<file path="src/rtl/synth_serial_prog.sv">
module synth_serial_prog #(
  parameter int SYNC_STAGES = 2,
  parameter int REF_W       = 14,
  parameter int SWAL_W      = 7,
  parameter int MAIN_W      = 11,
  parameter int MIN_RATIO   = 3
) (
  input  logic              clk,
  input  logic              rst_n,
  input  logic              ser_clk,
  input  logic              ser_dat,
  input  logic              ser_le,
  output logic [REF_W-1:0]  ref_div,
  output logic              pre_sel,
  output logic [SWAL_W-1:0] swal_cnt,
  output logic [MAIN_W-1:0] main_cnt,
  output logic              ref_upd,
  output logic              ctr_upd,
  output logic              load_err,
  output logic              proto_err
);
  localparam int WORD_W = 1 + SWAL_W + MAIN_W;

  logic [SYNC_STAGES-1:0] ck_sync, dt_sync, le_sync;
  logic ck_d, le_d;
  logic [WORD_W-1:0] sr;

  always_ff @(posedge clk or negedge rst_n)
    if (!rst_n) begin
      ck_sync <= '0;
      dt_sync <= '0;
      le_sync <= '0;
      ck_d    <= 1'b0;
      le_d    <= 1'b0;
    end else begin
      ck_sync <= {ck_sync[SYNC_STAGES-2:0], ser_clk};
      dt_sync <= {dt_sync[SYNC_STAGES-2:0], ser_dat};
      le_sync <= {le_sync[SYNC_STAGES-2:0], ser_le};
      ck_d    <= ck_sync[SYNC_STAGES-1];
      le_d    <= le_sync[SYNC_STAGES-1];
    end

  wire ck_s    = ck_sync[SYNC_STAGES-1];
  wire le_s    = le_sync[SYNC_STAGES-1];
  wire ck_rise = ck_s & ~ck_d;
  wire le_edge = le_s ^ le_d;
  wire le_ok   = le_s & ~le_d & ~ck_s;

  wire               ctl    = sr[0];
  wire [REF_W-1:0]   ref_f  = sr[REF_W:1];
  wire               pre_f  = sr[REF_W+1];
  wire [SWAL_W-1:0]  swal_f = sr[SWAL_W:1];
  wire [MAIN_W-1:0]  main_f = sr[WORD_W-1:SWAL_W+1];
  wire ref_ok  = ref_f  >= REF_W'(MIN_RATIO);
  wire main_ok = main_f >= MAIN_W'(MIN_RATIO);
  wire take_ref = le_ok &  ctl & ref_ok;
  wire take_ctr = le_ok & ~ctl & main_ok;

  always_ff @(posedge clk or negedge rst_n)
    if (!rst_n) sr <= '0;
    else if (ck_rise) sr <= {sr[WORD_W-2:0], dt_sync[SYNC_STAGES-1]};

  always_ff @(posedge clk or negedge rst_n)
    if (!rst_n) begin
      ref_div  <= '0;
      pre_sel  <= 1'b0;
      swal_cnt <= '0;
      main_cnt <= '0;
    end else begin
      if (take_ref) begin
        ref_div <= ref_f;
        pre_sel <= pre_f;
      end
      if (take_ctr) begin
        swal_cnt <= swal_f;
        main_cnt <= main_f;
      end
    end

  always_ff @(posedge clk or negedge rst_n)
    if (!rst_n) begin
      ref_upd   <= 1'b0;
      ctr_upd   <= 1'b0;
      load_err  <= 1'b0;
      proto_err <= 1'b0;
    end else begin
      ref_upd   <= take_ref;
      ctr_upd   <= take_ctr;
      load_err  <= le_ok & (ctl ? ~ref_ok : ~main_ok);
      proto_err <= le_edge & ck_s;
    end

  a_r3_ref_only_on_strobe: assert property (@(posedge clk) disable iff (!rst_n)
    !($stable(ref_div) && $stable(pre_sel)) |-> ref_upd);
  a_r3_ref_pulse: assert property (@(posedge clk) disable iff (!rst_n)
    ref_upd |=> !ref_upd);
  a_r4_ctr_only_on_strobe: assert property (@(posedge clk) disable iff (!rst_n)
    !($stable(swal_cnt) && $stable(main_cnt)) |-> ctr_upd);
  a_r4_ctr_pulse: assert property (@(posedge clk) disable iff (!rst_n)
    ctr_upd |=> !ctr_upd);
  a_r5_ref_floor: assert property (@(posedge clk) disable iff (!rst_n)
    ref_upd |-> ref_div >= REF_W'(MIN_RATIO));
  a_r6_main_floor: assert property (@(posedge clk) disable iff (!rst_n)
    ctr_upd |-> main_cnt >= MAIN_W'(MIN_RATIO));
  a_r7_exclusive: assert property (@(posedge clk) disable iff (!rst_n)
    $onehot0({ref_upd, ctr_upd, load_err, proto_err}));
endmodule

</file>
<file path="config.mk">
export PLATFORM = sky130hd
export DESIGN_NAME = synth_serial_prog
export DESIGN_NICKNAME = d
export VERILOG_FILES = /design/src/rtl/synth_serial_prog.sv
export SDC_FILE = /design/constraint.sdc
export NUM_CORES = 1
export LEC_CHECK = 0
export BUFFER_PORTS_ARGS = -buffer_cell sky130_fd_sc_hd__buf_2
export CORE_UTILIZATION = 42
export CTS_BUF_LIST = sky130_fd_sc_hd__clkbuf_8 sky130_fd_sc_hd__clkbuf_16
export CTS_CLUSTER_SIZE = 28
export DETAILED_ROUTE_END_ITERATION = 7
export PLACE_DENSITY_LB_ADDON = 0.1
export SYNTH_ARGS = -nofsm -noshare
export SYNTH_HDL_FRONTEND = slang
export SYNTH_SLANG_ARGS = --single-unit
</file>
<file path="constraint.sdc">
create_clock -name clk -period 3.1 [get_ports clk]
set_input_delay 0.155 -clock clk [delete_from_list [all_inputs] [get_ports clk]]
set_output_delay 0.155 -clock clk [all_outputs]
set_load 0.01 [all_outputs]
</file>
**Word-level counts from Yosys, hierarchy flattened**

Cells that the tools add are included.

- Output and inout port bits: 37
- Input bits: 5
- Logic and storage cells: 33
- Bits in registers: 64

- Magnitude comparators: 2
- Bitwise operators: 16
- Mux-type cells: 1

Operators with widths:

| cell | number |
|---|---|
| 14-bit by 2-bit greater-or-equal comparator with 1-bit output, second input constant | 1 |
| 11-bit by 2-bit greater-or-equal comparator with 1-bit output, second input constant | 1 |
| 1-bit AND | 9 |
| 1-bit inverter | 6 |
| 1-bit 2-to-1 mux | 1 |
| 1-bit XOR | 1 |

**Depth between registers and ports, before layout**

- Word-level depth: 5
- Depth in mapped cells: 7
- Depth with buffers taken out: 6

**Least setup slack after synthesis**

Ideal clock, no wire load.

- Path type: flip-flop to flip-flop
- Start: register sr[7]
- End: register ref_div[10]
- Arrival time: 1714 ps
- Buffers on the path: 1
- Setup time: 125 ps
- Clock period less this slack: 1838 ps
- Data required time: 2975 ps
- Setup slack: 1262 ps
- Stages on the path, launching flop included: 6
- Path through: dfrtp_1 > nor4_1 > nand2_1 > o311ai_4 > buf_6 > mux2_2

- Cells in the longest elaborated chain, start to end: 2

Ends and longest elaborated chain:

| what | line | text |
|---|---|---|
| from (decl) | 26 | `logic [WORD_W-1:0] sr;` |
| from (signal assigned) | 61 | `else if (ck_rise) sr <= {sr[WORD_W-2:0], dt_sync[SYNC_STAGES-1]};` |
| 14-bit by 2-bit greater-or-equal comparator with 1-bit output | 54 | `wire ref_ok = ref_f >= REF_W'(MIN_RATIO);` |
| 1-bit AND | 56 | `wire take_ref = le_ok & ctl & ref_ok;` |
| to (signal assigned) | 71 | `ref_div <= ref_f;` |
| to (decl) | 13 | `output logic [REF_W-1:0] ref_div,` |

No other way between the ends.
A chain may end at the register's enable or synchronous reset.

**Worst setup path after layout**

- Start: register sr[15]
- End: register main_cnt[1]

- Cells in the longest elaborated chain, start to end: 2

Ends and longest elaborated chain:

| what | line | text |
|---|---|---|
| 11-bit by 2-bit greater-or-equal comparator with 1-bit output | 55 | `wire main_ok = main_f >= MAIN_W'(MIN_RATIO);` |
| 1-bit AND | 57 | `wire take_ctr = le_ok & ~ctl & main_ok;` |
| to (signal assigned) | 76 | `main_cnt <= main_f;` |
| to (decl) | 16 | `output logic [MAIN_W-1:0] main_cnt,` |

No other way between the ends.

==> metrics.txt <==
status complete, no violations; max_cap viols 0; synthesized area 2370 sq um; CP max FO 10; R2R cell count 5; critical path cell sequence nor4_1 > nand2_1 > o21ai_2 > buf_4 > mux2_2; RR Startpoint sr[15]; hpwl dp 2.75 mm; RSZ-0062 raised after global routing no; CP delay by family, top compound AO/OA/AOI/OAI gates; Period minus WS final 2.10 ns; DR pass1 iterations 4; CP max stage delay 0.46 ns; GRT Overall Usage 16.4%; Vias/cell 4.95; clk slew on worst S/H paths 0.07 ns; total negative slack 0 ns; pre-CTS setup slack 0.947 ns; first-pass GRT wire length 7.22 mm; Synth cell types 18; Routed WL per cell 15.2 microns; synthesis-to-finish area growth 20.7%; # resized after CTS 0; Root Buffer clkbuf_8; initial antenna violation count 0; placed cells 255; Rel. slew slack 26.0%; Worst EP required 3.31 ns; Sink Count 64; Setup crit start sr[15]; final net count 205; number of remaining DRC errors 0; most frequent cells in the layout dfrtp_1 (64), mux2_2 (52), buf_2 (41), clkbuf_8 (10), inv_1 (5); most common cell after layout, fill and taps aside dfrtp_1; Syn. warnings 0; Worst Clk Skew 0.00627 ns; TritonCTS clock tree built; setup slack, reg-to-reg 1.01 ns; port bufs 41; Max VDD drop 445 uV; setup ws final 1.01 ns; clk_lat worst skew 0.33 ns; total stage count of the critical path 5; share of cells above drive strength 1 55.9%; largest net degree at the start of global routing 52; Buffers & Inverters on Critical Path 1; vias 1355; Crit. End Element flop; CORE AREA 5270 sq um; full die area 5950 sq um; gr ovfl total 0; clock buffer depth 2; number of global-route vias before repair 1396; sequential area share after synthesis 67.5%; gpl congestion 0.691; fin crit share 67.6%; num rows 26; LEAKAGE 1.50 nW; P per Cell Area 855 nW/um^2; Die X 77.1 microns; Setup Crit Path Kind flop to flop; Worst path slowest cell o21ai_2; Die Span Y 77.1 microns; Syn Nets 150; Startpoint Class flop; Antenna diodes 0; Mapped Cells 144; Slew Viols, Final 0; f_max 0.477 GHz; Hold Fails Final Rpt 0; Initial DRC Count 58; Post-DRT Antenna Nets 0; HP Class input port to async pin; Hold Slack 0.0419 ns; final setup violation count 0; Slew @ Worst Pin 1.11 ns; cts bufs inserted 9; WP data arrival 2.30 ns; average size of a mapped cell 16.5 sq um; htree depth 3; Initial Util 45.0%; Routed Wire Length 4.16 mm; fin cells 274; #FFs+latches synth 64; I/O Pins 42
[synthesized netlist by cell type]
master,instances,area [sq um]
and2_1,1,6.26
buf_2,1,5.00
buf_4,1,7.51
buf_6,1,11.3
clkbuf_1,1,3.75
dfrtp_1,64,1600
ha_1,1,12.5
inv_1,3,11.3
mux2_2,52,586
nand2_1,4,15.0
nand2b_1,2,12.5
nor2_1,2,7.51
nor2b_1,3,18.8
nor3_1,3,15.0
nor4_1,2,12.5
o21ai_2,1,8.76
o22a_2,1,10.0
o311ai_4,1,26.3
[routing by layer]
| layer | wire, microns | vias to the layer above | track usage, % | share of wire (%) |
|---|---|---|---|---|
| met1 | 1990 | 692 | 21.6 | 48 |
| met5 | 0 | - | 0 | 0 |
| li1 | - | 622 | - | - |
| met2 | 1880 | 34 | 24.3 | 45 |
| met3 | 232 | 7 | 7.26 | 5.6 |
| met4 | 57 | 0 | 5.09 | 1.4 |
[layout make-up]
type | instances | area, sq um
repair buffers | 48 | 265
fillers | 467 | 2410
clock buffers | 10 | 138
inverters | 3 | 11.3
well taps | 70 | 87.6
multi-input cells | 73 | 731
clock inverters | 6 | 27.5
flip-flops and latches | 64 | 1600
[repair_timing]
item | 4_1_cts | 5_1_grt
setup buffers | 0 | 0
hold buffers | 3 | 0
hold endpoints to repair | 3 | 0
[registers in the layout, indices dropped and copies added (netlist names)]
name,count
load_err,1
ck_sync,2
le_d,1
le_sync,2
dt_sync,2
sr,19
proto_err,1
pre_sel,1
swal_cnt,7
ref_upd,1
ref_div,14
main_cnt,11
ck_d,1
ctr_upd,1
[final timing paths]
check,endpoint
worst max-delay path,main_cnt[1]
worst min-delay path,ref_div[10]
worst max register to register,main_cnt[1]
worst min register to register,ck_sync[1]
max in group asynchronous,sr[9]
min in group clk,ck_sync[1]
[power by group]
| group | switching (mW) | total, mW | internal [mW] | leakage, nW |
|---|---|---|---|---|
| clock | 0.294 | 0.595 | 0.300 | 0.0982 |
| sequential | 0.195 | 1.27 | 1.07 | 0.828 |
| combinational | 0.264 | 0.583 | 0.320 | 0.570 |
| total | 0.753 | 2.45 | 1.69 | 1.50 |
[metrics by stage]
stage	util, %	instance area [sq um]	power, mW
floorplan	-	2370	1.61
global placement	50.6	2670	1.85
detailed placement	50.6	2670	1.88
CTS	54.3	2860	2.48
global route	54.3	2860	2.61
finish	54.3	2860	2.45
[worst register-to-register path, cell delays in order, from the launching register on]
cell	delay (ns)
dfrtp_1	0.43
nor4_1	0.29
nand2_1	0.14
o21ai_2	0.46
buf_4	0.30
mux2_2	0.35
[logic make-up after synthesis]
| logic type | count (synthesis) | synth area share [%] |
|---|---|---|
| flops | 64 | 67.5 |
| buf+inv | 7 | 1.64 |
| simple gates | 17 | 3.69 |
| mux | 52 | 24.7 |
| fa+ha+maj | 1 | 0.528 |
| compound gates | 3 | 1.90 |
No activity file was read; power rests on OpenSTA's default activity.
